===== src/rtl/rtc_i2c_regif.sv =====
module rtc_i2c_regif #(
  parameter logic [6:0] DEV_ADDR = 7'b1101000,
  parameter int NREG = 10,
  localparam int PW = $clog2(NREG)
) (
  input  logic          clk,
  input  logic          rst_n,
  input  logic          scl_i,
  input  logic          sda_i,
  output logic          sda_oe_o,
  input  logic          inhibit_i,
  input  logic [31:0]   time_live_i,
  input  logic [23:0]   wdog_live_i,
  input  logic          osc_stop_i,
  input  logic          alarm_i,
  output logic          wr_stb_o,
  output logic [PW-1:0] wr_addr_o,
  output logic [7:0]    wr_data_o,
  output logic          rd_stb_o,
  output logic [PW-1:0] rd_addr_o,
  output logic          sqw_sync_o,
  output logic [7:0]    ctrl_o,
  output logic          chg_en_o,
  output logic          chg_diode_o,
  output logic [1:0]    chg_res_o
);
  typedef enum logic [2:0] {S_IDLE, S_RX, S_ACK, S_TX, S_RACK} state_t;

  state_t        st;
  logic [2:0]    scl_q, sda_q;
  logic          scl_s, scl_p, sda_s, sda_p;
  logic          start_det, stop_det, scl_rise, scl_fall;
  logic [7:0]    sh, tx, chg, rd_byte;
  logic [3:0]    cnt;
  logic [PW-1:0] ptr, nxt_ptr;
  logic          wrap, is_addr, got_ptr, rw, mack, osf, af;
  logic [31:0]   shadow;

  assign scl_s = scl_q[1];
  assign scl_p = scl_q[2];
  assign sda_s = sda_q[1];
  assign sda_p = sda_q[2];
  assign start_det = scl_s & scl_p & sda_p & ~sda_s;
  assign stop_det  = scl_s & scl_p & ~sda_p & sda_s;
  assign scl_rise  = scl_s & ~scl_p;
  assign scl_fall  = ~scl_s & scl_p;
  assign wrap      = (ptr == PW'(NREG - 1));
  assign nxt_ptr   = wrap ? '0 : ptr + 1'b1;

  assign chg_en_o    = (chg[7:4] == 4'b1010) && (chg[3:2] == 2'b01 || chg[3:2] == 2'b10)
                       && (chg[1:0] != 2'b00);
  assign chg_diode_o = chg_en_o & (chg[3:2] == 2'b10);
  assign chg_res_o   = chg_en_o ? chg[1:0] : 2'b00;

  always_comb begin
    case (ptr)
      4'd0:    rd_byte = shadow[7:0];
      4'd1:    rd_byte = shadow[15:8];
      4'd2:    rd_byte = shadow[23:16];
      4'd3:    rd_byte = shadow[31:24];
      4'd4:    rd_byte = wdog_live_i[7:0];
      4'd5:    rd_byte = wdog_live_i[15:8];
      4'd6:    rd_byte = wdog_live_i[23:16];
      4'd7:    rd_byte = ctrl_o;
      4'd8:    rd_byte = {osf, 6'b0, af};
      4'd9:    rd_byte = chg;
      default: rd_byte = 8'h00;
    endcase
  end

  always_ff @(posedge clk or negedge rst_n) begin
    if (!rst_n) begin
      scl_q <= '1;
      sda_q <= '1;
    end else begin
      scl_q <= {scl_q[1:0], scl_i};
      sda_q <= {sda_q[1:0], sda_i};
    end
  end

  always_ff @(posedge clk or negedge rst_n) begin
    if (!rst_n) begin
      osf <= 1'b1;
      af  <= 1'b0;
    end else begin
      osf <= osc_stop_i | (osf & ~(wr_stb_o && wr_addr_o == PW'(8) && !wr_data_o[7]));
      af  <= alarm_i    | (af  & ~(wr_stb_o && wr_addr_o == PW'(8) && !wr_data_o[0]));
    end
  end

  always_ff @(posedge clk or negedge rst_n) begin
    if (!rst_n) begin
      st <= S_IDLE; sh <= '0; tx <= '0; cnt <= '0; ptr <= '0;
      is_addr <= 1'b0; got_ptr <= 1'b0; rw <= 1'b0; mack <= 1'b0;
      sda_oe_o <= 1'b0; shadow <= '0; ctrl_o <= 8'h06; chg <= 8'h00;
      wr_stb_o <= 1'b0; wr_addr_o <= '0; wr_data_o <= '0;
      rd_stb_o <= 1'b0; rd_addr_o <= '0; sqw_sync_o <= 1'b0;
    end else begin
      wr_stb_o <= 1'b0;
      rd_stb_o <= 1'b0;
      sqw_sync_o <= 1'b0;
      if (start_det) begin
        st <= S_RX; is_addr <= 1'b1; got_ptr <= 1'b0; cnt <= '0;
        sda_oe_o <= 1'b0; shadow <= time_live_i;
      end else if (stop_det) begin
        st <= S_IDLE; sda_oe_o <= 1'b0; shadow <= time_live_i;
      end else begin
        case (st)
          S_RX: begin
            if (scl_rise) begin
              sh <= {sh[6:0], sda_s};
              cnt <= cnt + 1'b1;
            end else if (scl_fall && cnt == 4'd8) begin
              cnt <= '0;
              if (inhibit_i) begin
                st <= S_IDLE;
              end else if (is_addr) begin
                if (sh[7:1] == DEV_ADDR) begin
                  rw <= sh[0]; is_addr <= 1'b0; sda_oe_o <= 1'b1; st <= S_ACK;
                end else begin
                  st <= S_IDLE;
                end
              end else if (!got_ptr) begin
                got_ptr <= 1'b1;
                ptr <= (sh < 8'(NREG)) ? sh[PW-1:0] : '0;
                sda_oe_o <= 1'b1; st <= S_ACK;
              end else begin
                wr_stb_o <= 1'b1; wr_addr_o <= ptr; wr_data_o <= sh;
                sqw_sync_o <= (ptr < PW'(4));
                if (ptr == PW'(7)) ctrl_o <= sh;
                if (ptr == PW'(9)) chg <= sh;
                ptr <= nxt_ptr;
                if (wrap) shadow <= time_live_i;
                sda_oe_o <= 1'b1; st <= S_ACK;
              end
            end
          end
          S_ACK: if (scl_fall) begin
            cnt <= '0;
            if (rw) begin
              tx <= rd_byte; sda_oe_o <= ~rd_byte[7];
              rd_stb_o <= 1'b1; rd_addr_o <= ptr; ptr <= nxt_ptr;
              if (wrap) shadow <= time_live_i;
              st <= S_TX;
            end else begin
              sda_oe_o <= 1'b0; st <= S_RX;
            end
          end
          S_TX: if (scl_fall) begin
            if (cnt == 4'd7) begin
              sda_oe_o <= 1'b0; st <= S_RACK;
            end else begin
              tx <= {tx[6:0], 1'b0}; sda_oe_o <= ~tx[6]; cnt <= cnt + 1'b1;
            end
          end
          S_RACK: begin
            if (scl_rise) begin
              mack <= ~sda_s;
            end else if (scl_fall) begin
              cnt <= '0;
              if (mack) begin
                tx <= rd_byte; sda_oe_o <= ~rd_byte[7];
                rd_stb_o <= 1'b1; rd_addr_o <= ptr; ptr <= nxt_ptr;
                if (wrap) shadow <= time_live_i;
                st <= S_TX;
              end else begin
                st <= S_IDLE;
              end
            end
          end
          default: ;
        endcase
      end
    end
  end
endmodule


===== config.mk =====
export PLATFORM = sky130hd
export DESIGN_NAME = rtc_i2c_regif
export DESIGN_NICKNAME = d
export VERILOG_FILES = /design/src/rtl/rtc_i2c_regif.sv
export SDC_FILE = /design/constraint.sdc
export NUM_CORES = 1
export LEC_CHECK = 0
export BUFFER_PORTS_ARGS = -buffer_cell sky130_fd_sc_hd__buf_2
export CORE_ASPECT_RATIO = 0.75
export CORE_MARGIN = 5
export CORE_UTILIZATION = 60
export CTS_CLUSTER_SIZE = 30
export DETAILED_ROUTE_END_ITERATION = 10
export GPL_TIMING_DRIVEN = 0
export PLACE_DENSITY = 0.84
export SYNTH_ARGS = -nofsm -noshare
export SYNTH_HDL_FRONTEND = slang
export SYNTH_SLANG_ARGS = --single-unit

===== constraint.sdc =====
create_clock -name clk -period 5.4 [get_ports clk]
set_clock_uncertainty 0.05 [all_clocks]
set_input_delay 0.54 -clock clk [delete_from_list [all_inputs] [get_ports clk]]
set_output_delay 0.54 -clock clk [all_outputs]
set_load 0.03 [all_outputs]

# Word-level counts from Yosys, hierarchy flattened
# Index checks and enable logic that the tools add are counted.
[word_totals]
inputBits = 63
wordCells = 259
reg_bits = 106
output_inout_bits = 32
[classes]
reduce_logical = 34
n_lt_le_gt_ge = 2
eq_ne = 52
n_mux = 121
n_addsub = 2
bitwise_logic = 25
[ops]
columns = ["op", "n"]
rows = [
  ["$mux W32", 13],
  ["$mux W4", 25],
  ["$pmux W32 S3", 1],
  ["$pmux W8 S10", 1],
  ["$mux W1", 52],
  ["$ne A4 B4 Y1 const B", 13],
  ["$mux W7", 7],
  ["$mux W3", 11],
  ["$reduce_and A8 Y1", 4],
  ["$ne A2 B2 Y1 const B", 14],
  ["$pmux W7 S3", 1],
  ["$eq A4 B3 Y1 const B", 5],
  ["$eq A4 B4 Y1 const B", 5],
  ["$reduce_and A10 Y1", 2],
  ["$reduce_and A9 Y1", 2],
  ["$pmux W4 S4", 1],
  ["$not A1 Y1", 13],
  ["$pmux W3 S4", 1],
  ["$pmux W4 S3", 1],
  ["$reduce_and A12 Y1", 1],
  ["$reduce_and A6 Y1", 2],
  ["$reduce_and A11 Y1", 1],
  ["$and A1 B1 Y1", 10],
  ["$reduce_bool A5 Y1", 2],
  ["other kinds (28)", 48],
]

# Longest topological paths before layout
# Gate-level depths: netlist of the first run.
[depth]
word_depth = 10
ltp_mapped = 8
ltp_nobuf = 7

# Worst setup path after synthesis of the first run
# OpenSTA, ideal clock, no wires.
[synth_path]
path_kind = "flip-flop to output port"
from = "register chg[2]"
to = "output port chg_diode_o"
slack_ps = 2953
arrival_time_ps = 1857
path_stages_with_launch = 5
path_buffers = 0
cell_sequence = "dfrtp_1 inv_1 ha_1 nor3_1 and2_1"
[synth_between]
elab_chain_len = 5
[synth_rtl]
columns = ["item", "line", "source"]
rows = [
  ["from (decl)", "33", "logic [7:0] sh, tx, chg, rd_byte;"],
  ["from (signal assigned)", "131", "if (ptr == PW'(9)) chg <= sh;"],
  ["$eq A2 B1 Y1 / $eq A2 B2 Y1 (equally long branches)", "50", "assign chg_en_o = (chg[7:4] == 4'b1010) && (chg[3:2] == 2'b01 || chg[3:2] == 2'b10)"],
  ["$logic_or A1 B1 Y1 (*)", "50", ""],
  ["$logic_and A1 B1 Y1 (*)", "50", ""],
  ["$logic_and A1 B1 Y1 (*)", "51", "&& (chg[1:0] != 2'b00);"],
  ["net chg_en_o", "23", "output logic chg_en_o,"],
  ["$and A1 B1 Y1 (*)", "52", "assign chg_diode_o = chg_en_o & (chg[3:2] == 2'b10);"],
  ["to (decl)", "24", "output logic chg_diode_o,"],
]
# Mark *: on every way through the listed nets, which the timed path passes. The rest lies on a longest branch.

# Final worst setup path of the first run
[layout_path]
from = "register scl_q[2]"
to = "register ctrl_o[6]"
[layout_between]
elab_chain_len = 5
[layout_rtl]
columns = ["item", "line", "source"]
rows = [
  ["from (decl)", "30", "logic [2:0] scl_q, sda_q;"],
  ["from (signal assigned)", "76", "scl_q <= {scl_q[1:0], scl_i};"],
  ["$and A1 B1 Y1", "43, 44", ""],
  ["$and A1 B1 Y1, on equally long branches (2 in series)", "44, 43", ""],
  ["$not A1 Y1 (no source line)", "--", ""],
  ["$reduce_and A9 Y1 (no source line) (*)", "--", ""],
  ["to (signal assigned)", "130", "if (ptr == PW'(7)) ctrl_o <= sh;"],
  ["to (decl)", "22", "output logic [7:0] ctrl_o,"],
]
# Every way passes the cells marked *; elsewhere a longest branch is shown, timed or not.
# A chain may end at the register's enable or synchronous reset.

==> results of run 1 <==
==> kinds of logic after synthesis <==
kind of cell / after synthesis / synth area share, %
and+or+nand+nor: 130 / 14.5
DFF: 106 / 47.5
AOI/OAI and AO/OA: 104 / 13.0
muxes: 98 / 20.0
buffers and inverters: 42 / 3.84
xor gates and xnor gates: 3 / 0.469
adders and majority gates: 3 / 0.669
==> cells in the final DEF (no fill, tap or decap), types with 4 or more instances in the layout <==
cell type	instances
a31oi_1	10
a21o_1	6
nand2b_1	7
inv_1	11
clkbuf_1	13
clkbuf_16	9
a21oi_1	20
mux2_2	84
buf_2	103
nand3_1	14
nor2b_1	5
dfrtp_1	97
a22oi_1	9
and3_1	5
o21ai_0	23
a2bb2oi_1	4
nand2_1	26
nand3b_1	10
dfstp_2	9
and2_1	5
mux2i_1	8
nor2_1	15
nor3_1	7
buf_6	5
==> metal layers <==
layer  GRT usage, %  part of all wire (%)
met5              0                     0
met3           6.14                   7.9
met4           7.56                   1.3
met2           42.0                    46
met1           38.6                    45
==> per-stage QoR <==
step / cell area, sq um / power, mW / hold WS [ns] / setup WS [ns]
floorplan: 5610 / 1.58 / 0.194 / 2.95
CTS: 6550 / 2.45 / 0.0799 / 2.85
global placement: 6240 / 1.80 / 0.296 / 2.66
finish: 6550 / 2.47 / 0.0726 / 2.84
global route: 6550 / 2.58 / 0.0957 / 2.70
detailed placement: 6270 / 1.84 / 0.298 / 2.85
==> layout make-up <==
| type | instances | area, sq um |
|---|---|---|
| Inverter | 11 | 41.3 |
| Buffer | 31 | 174 |
| Clock inverter | 5 | 37.5 |
| Multi-Input combinational cell | 338 | 2730 |
| Sequential cell | 106 | 2660 |
| Tap cell | 128 | 160 |
| Timing Repair Buffer | 95 | 500 |
| Clock buffer | 11 | 243 |
| Fill cell | 696 | 2530 |
| Antenna cell | 1 | 2.50 |
==> flip-flops by register name, indices dropped and copies added, names as in the netlist, 4 cells and up <==
register,cells
wr_data_o,8
ctrl_o,8
tx,7
rd_addr_o,4
cnt,4
chg,8
shadow,32
ptr,4
wr_addr_o,4
sh,8
==> worst min-delay path by stage <==
stage                    to  slack [ns]  cells after the start
6_report       wr_data_o[6]        0.07                      1
5_1_grt               sh[2]         0.1                      1
4_1_cts        wr_data_o[4]        0.08                      1
3_5_place_dp       scl_q[1]        0.30                      0
3_3_place_gp       scl_q[1]        0.30                      0
2_1_floorplan            af        0.19                      0
==> power groups by stage <==
stage          logic, mW  registers (mW)  clock network (mW)
2_1_floorplan      0.562            1.02                   0
3_3_place_gp       0.757            1.04                   0
3_5_place_dp       0.785            1.05                   0
4_1_cts            0.786            1.04               0.629
5_1_grt            0.866            1.06               0.660
6_report           0.803            1.04               0.623
==> worst register-to-register path, cell delays in order (launching register included) <==
cell,delay [ns]
dfstp_2,0.51
buf_2,0.21
and4bb_2,0.34
nand3_2,0.13
nor4_4,0.41
and4_1,0.26
buf_4,0.18
mux2_2,0.35
==> impl_metrics.csv, run 1 <==
group,metric,value,unit
run_status,status,"completed",
synth,synth_enable_flop_cells,0,
timing,setup_tns,0,ns
power,p_per_area,377,nW/um^2
synth,synth_fp_nets,552,
detailed_routing,drc_errors,0,
final_layout,area_growth,16.8,%
cts,post_cts_buffers,0,
worst_setup_path,r2r_end,"ctrl_o[6]",
synth,ys.warnings.count,0,
cts,ctsRootBufferMaster,"clkbuf_16",
worst_setup_path,cp-startpoint,"scl_q[2]",
synth,ys_seq_elements,106,
synth,yosysTopAreaCellShare,43.3,%
synth,synth_common_cells,"dfrtp_1 (97), mux2_2 (84), nand2_1 (26), o21ai_0 (23), a21oi_1 (20)",
timing,hold_viol,0,
worst_setup_path,r2r_cells,7,
die,start_util,61.7,%
cts,cts_buffers,9,
worst_setup_path,crit_end,"ctrl_o[6]",
worst_setup_path,rrSetupSlack,2.84,ns
final_layout,final_nets,658,
global_route,grt_max_degree,76,
power,p_leak,3.05,nW
global_route,grt_pass1_vias,4486,
final_layout,drive_gt1_share,39.9,%
timing,worst_pin_slew,0.721,ns
cts,hold_buffers,0,
timing,min_period,2.56,ns
die,io_pins,95,
die,die_y,93.7,um
detailed_routing,drt_wl_total,14800,um
die,die-area,11400,sq um
synth,ys_seq_area_share,47.5,%
worst_setup_path,critPathSlowestCell,"dfstp_2",
worst_setup_path,cpLargestDelayFamily,"simple AND/OR/NAND/NOR gates",
worst_setup_path,start_kind,"register",
placement,place.gp.congestion,0.919,
final_layout,final_cells,726,
global_route,grt_pass1_wl,23800,um
timing,fmax,0.391,GHz
power,p_sw,0.864,mW
global_route,antenna_found_initial,0,
worst_setup_path,worst-path-stages,7,
placement,dpl.cell_count,709,
die,fp.dieW,122,um
cts,path_clk_slew,0.07,ns
timing,rsz0062_at_grt,"false",
timing,min_period_over_period,47.4,%
worst_setup_path,cp.arrival,2.75,ns
worst_setup_path,cp_max_fo,10,
worst_setup_path,crit_type,"reg2reg",
synth,synth_area_leaders,"dfrtp_1 (43%), mux2_2 (17%), dfstp_2 (4.2%), o21ai_0 (2.1%), a21oi_1 (1.8%)",
synth,synthCells,486,
die,core-area,9080,sq um
timing,slew_headroom,51.9,%
cts,clk_path_buf_depth,2,
cts,cts_tree,"built",
detailed_routing,drt_first_iter_violations,386,
power,clock_power_share,25.2,%
placement,port_buffers,94,
detailed_routing,viasPerCell,6.19,
worst_setup_path,required,5.59,ns
worst_setup_path,r2r-start,"scl_q[2]",
run,drv_cap,0,
min_path,hold_path_class,"in2async",
synth,synthArstFlopShare,100,%
synth,synth_flop_cell,"dfrtp_1",
power,p_comb_share,32.5,%
detailed_routing,dr.pass1.iters,6,
detailed_routing,drtAntennaViolNets,0,
cts,cts_htree_levels,3,
timing,finalMaxSlewViolations,0,
synth,yosysMostFrequentCell,"dfrtp_1",
synth,synth_top_cell_by_area,"dfrtp_1",
die,rows,30,
placement,dp_hpwl,11100,um
worst_setup_path,path_cells,"buf_2 -> and4bb_2 -> nand3_2 -> nor4_4 -> and4_1 -> buf_4 -> mux2_2",
synth,yosys.cell_types.count,72,
global_route,gr-total-overflow,0,
power,peakVddDrop,0.247,mV
power,seqPwrFrac,42.2,%
worst_setup_path,cp_slowest_stage_delay,0.51,ns
global_route,grt_use_total,27.1,%
cts,cts_resized,0,
synth,avgSynthCellArea,11.5,sq um
detailed_routing,vias,4497,
cts,cts_sinks,106,
final_layout,final_util,72.1,%
cts,clk-insertion-delay-late,0.35,ns
worst_setup_path,crit_buf_inv,2,
synth,syn_area,5610,sq um
power,power.internal,1.60,mW
timing,setup_viol_count_final,0,
detailed_routing,wl_per_cell,20.5,um
power,swShare,35.0,%
worst_setup_path,end_kind,"register",
(Power assumes the default switching activity.)
==> inputs of run 2 (changes only) <==
--- a/config.mk
+++ b/config.mk
@@ -8,11 +8,11 @@
 export BUFFER_PORTS_ARGS = -buffer_cell sky130_fd_sc_hd__buf_2
 export CORE_ASPECT_RATIO = 0.75
 export CORE_MARGIN = 5
-export CORE_UTILIZATION = 60
+export CORE_UTILIZATION = 57
 export CTS_CLUSTER_SIZE = 30
 export DETAILED_ROUTE_END_ITERATION = 10
 export GPL_TIMING_DRIVEN = 0
-export PLACE_DENSITY = 0.84
+export PLACE_DENSITY = 0.81
 export SYNTH_ARGS = -nofsm -noshare
 export SYNTH_HDL_FRONTEND = slang
 export SYNTH_SLANG_ARGS = --single-unit
==> constraint.sdc (replaced) <==
create_clock -name clk -period 2.5 [get_ports clk]
set_clock_uncertainty 0.05 [all_clocks]
set_input_delay 0.25 -clock clk [delete_from_list [all_inputs] [get_ports clk]]
set_output_delay 0.25 -clock clk [all_outputs]
set_load 0.03 [all_outputs]
==> impl_metrics.csv, run 2 (same netlist as run 1, synthesis figures left out) <==
group,metric,value,unit
run_status,status,"completed",
power,seqPwrFrac,41.5,%
power,clock_power_share,26.0,%
timing,min_period_over_period,98.5,%
detailed_routing,drt_first_iter_violations,475,
die,die-area,11900,sq um
global_route,antenna_found_initial,0,
final_layout,mostFrequentLayoutCells,"buf_2 (103), dfrtp_1 (97), mux2_2 (84), nand2_1 (26), o21ai_0 (22)",
cts,path_clk_slew,0.07,ns
final_layout,multi_input_area,2740,sq um
worst_setup_path,end_kind,"register",
global_route,grt_pass1_vias,4516,
final_layout,area_growth,18.7,%
worst_setup_path,required,2.68,ns
placement,dp_hpwl,11200,um
cts,cts_sinks,106,
worst_setup_path,path_cells,"clkbuf_4 -> nor2b_1 -> buf_4 -> o21ai_0 -> and3_4 -> a41oi_4 -> buf_4 -> buf_6 -> mux2_2",
die,rows,31,
final_layout,drive_gt1_share,40.7,%
timing,hold_viol,0,
final_layout,fillerInstances,740,
die,die_y,95.9,um
global_route,gr-total-overflow,0,
detailed_routing,vias,4523,
timing,finalMaxSlewViolations,0,
worst_setup_path,rrSetupSlack,0.04,ns
worst_setup_path,cp_slowest_stage_delay,0.53,ns
final_layout,register_area,2660,sq um
worst_setup_path,cp_max_fo,10,
min_path,hold_path_class,"in2reg",
die,start_util,58.3,%
cts,clk_path_buf_depth,2,
global_route,grt_pass1_wl,24400,um
detailed_routing,drc_errors,0,
timing,slew_headroom,52.7,%
detailed_routing,drt_wl_total,15300,um
worst_setup_path,cpLargestDelayFamily,"buffers and inverters",
die,io_pins,95,
final_layout,final_util,69.2,%
cts,ctsRootBufferMaster,"clkbuf_16",
min_path,min_path_cells,2,
power,swShare,34.2,%
timing,setup_tns,0,ns
cts,cts_tree,"built",
min_path,min_to,"osf",
final_layout,final_nets,668,
power,p_per_area,812,nW/um^2
detailed_routing,wl_per_cell,20.7,um
die,fp.dieW,125,um
worst_setup_path,crit_type,"reg2reg",
cts,clk-insertion-delay-late,0.35,ns
timing,rsz0062_at_grt,"true",
power,p_leak,3.11,nW
cts,cts_htree_levels,3,
final_layout,final_common_cell,"buf_2",
global_route,grt_use_total,26.3,%
final_layout,top_register,"shadow",
worst_setup_path,start_kind,"register",
final_layout,antenna_cells,0,
power,p_comb_share,32.5,%
timing,setup_viol_count_final,0,
run,drv_cap,0,
timing,min_period,2.46,ns
worst_setup_path,cp.arrival,2.64,ns
worst_setup_path,cp_common_cell,"buf_4",
detailed_routing,viasPerCell,6.12,
die,core-area,9620,sq um
power,peakVddDrop,0.427,mV
global_route,grt_max_degree,58,
worst_setup_path,r2r-start,"scl_q[1]",
timing,fmax,0.406,GHz
power,power.internal,3.56,mW
placement,place.gp.congestion,0.928,
worst_setup_path,r2r_cells,9,
worst_setup_path,critPathSlowestCell,"dfstp_2",
min_path,hp-start,"osc_stop_i",
worst_setup_path,crit_buf_inv,4,
placement,port_buffers,94,
detailed_routing,dr.pass1.iters,5,
worst_setup_path,worst-path-stages,9,
timing,worst_pin_slew,0.710,ns
power,p_sw,1.85,mW
final_layout,largest_reg_flops,32,
detailed_routing,drtAntennaViolNets,0,
worst_setup_path,r2r_end,"shadow[12]",
cts,cts_buffers,9,
run 2: how the worst max path moves through the flow:
stage / startpoint / to / slack, ns
after floorplan: scl_q[2] / ctrl_o[0] / 0.30
after global placement: scl_q[2] / ctrl_o[4] / -0.01
after detailed placement: scl_q[2] / ctrl_o[3] / -0.05
after CTS: scl_q[1] / shadow[20] / 0.05
after global routing: scl_q[1] / shadow[20] / -0.06
final: scl_q[1] / shadow[12] / 0.04
run 2: cell type report:
cell class	instances	area share [%]
plain buffers	30	2.67
clock buffers	12	3.55
clock inverters	4	0.808
inverters	11	0.620
multi-input cells	338	41.1
flip-flops and latches	106	40.0
well taps	132	2.48
repair buffers	106	8.76
run 2: worst register-to-register path, cell delays in order, from the launching register on:
cell and delay, ns:
dfstp_2 0.53, clkbuf_4 0.18, nor2b_1 0.14, buf_4 0.17, o21ai_0 0.10, and3_4 0.21, a41oi_4 0.34, buf_4 0.19
buf_6 0.11, mux2_2 0.34
run 2: what timing repair did:
action / CTS / global route
hold endpoints to repair: 50 / 0
setup buffers: 2 / 3
gates resized for setup: 0 / 12
setup endpoints to repair: 15 / 40
cloned: 0 / 3
pin swaps: 2 / 2
hold buffers: 3 / 0
run 2: stage by stage:
stage	worst slack, ns	cell area, sq um	hold WS (ns)	total power [mW]	instances
2_1_floorplan	0.299	5610	-0.0956	3.41	486
3_3_place_gp	-0.0112	6240	0.296	3.87	712
3_5_place_dp	-0.0492	6270	0.269	3.95	713
4_1_cts	0.0486	6610	0.0462	5.35	733
5_1_grt	-0.0561	6660	0.0593	5.66	739
6_report	0.0380	6660	0.0590	5.41	739
run 2: power by group through the flow:
| stage | sequential [mW] | clock [mW] | combinational, mW |
|---|---|---|---|
| CTS | 2.24 | 1.42 | 1.70 |
| finish | 2.24 | 1.40 | 1.76 |
| global placement | 2.25 | 0 | 1.63 |
| global route | 2.28 | 1.48 | 1.90 |
| floorplan | 2.20 | 0 | 1.21 |
| detailed placement | 2.26 | 0 | 1.68 |
run 2: per-layer routing:
layer  vias up  routed length [um]  GRT usage [%]
li1       2034                   -              -
met1      2256                6760           36.0
met2       213                6950           42.6
met3        20                1370           6.49
met4         0                 199           6.93
met5         -                   0              0
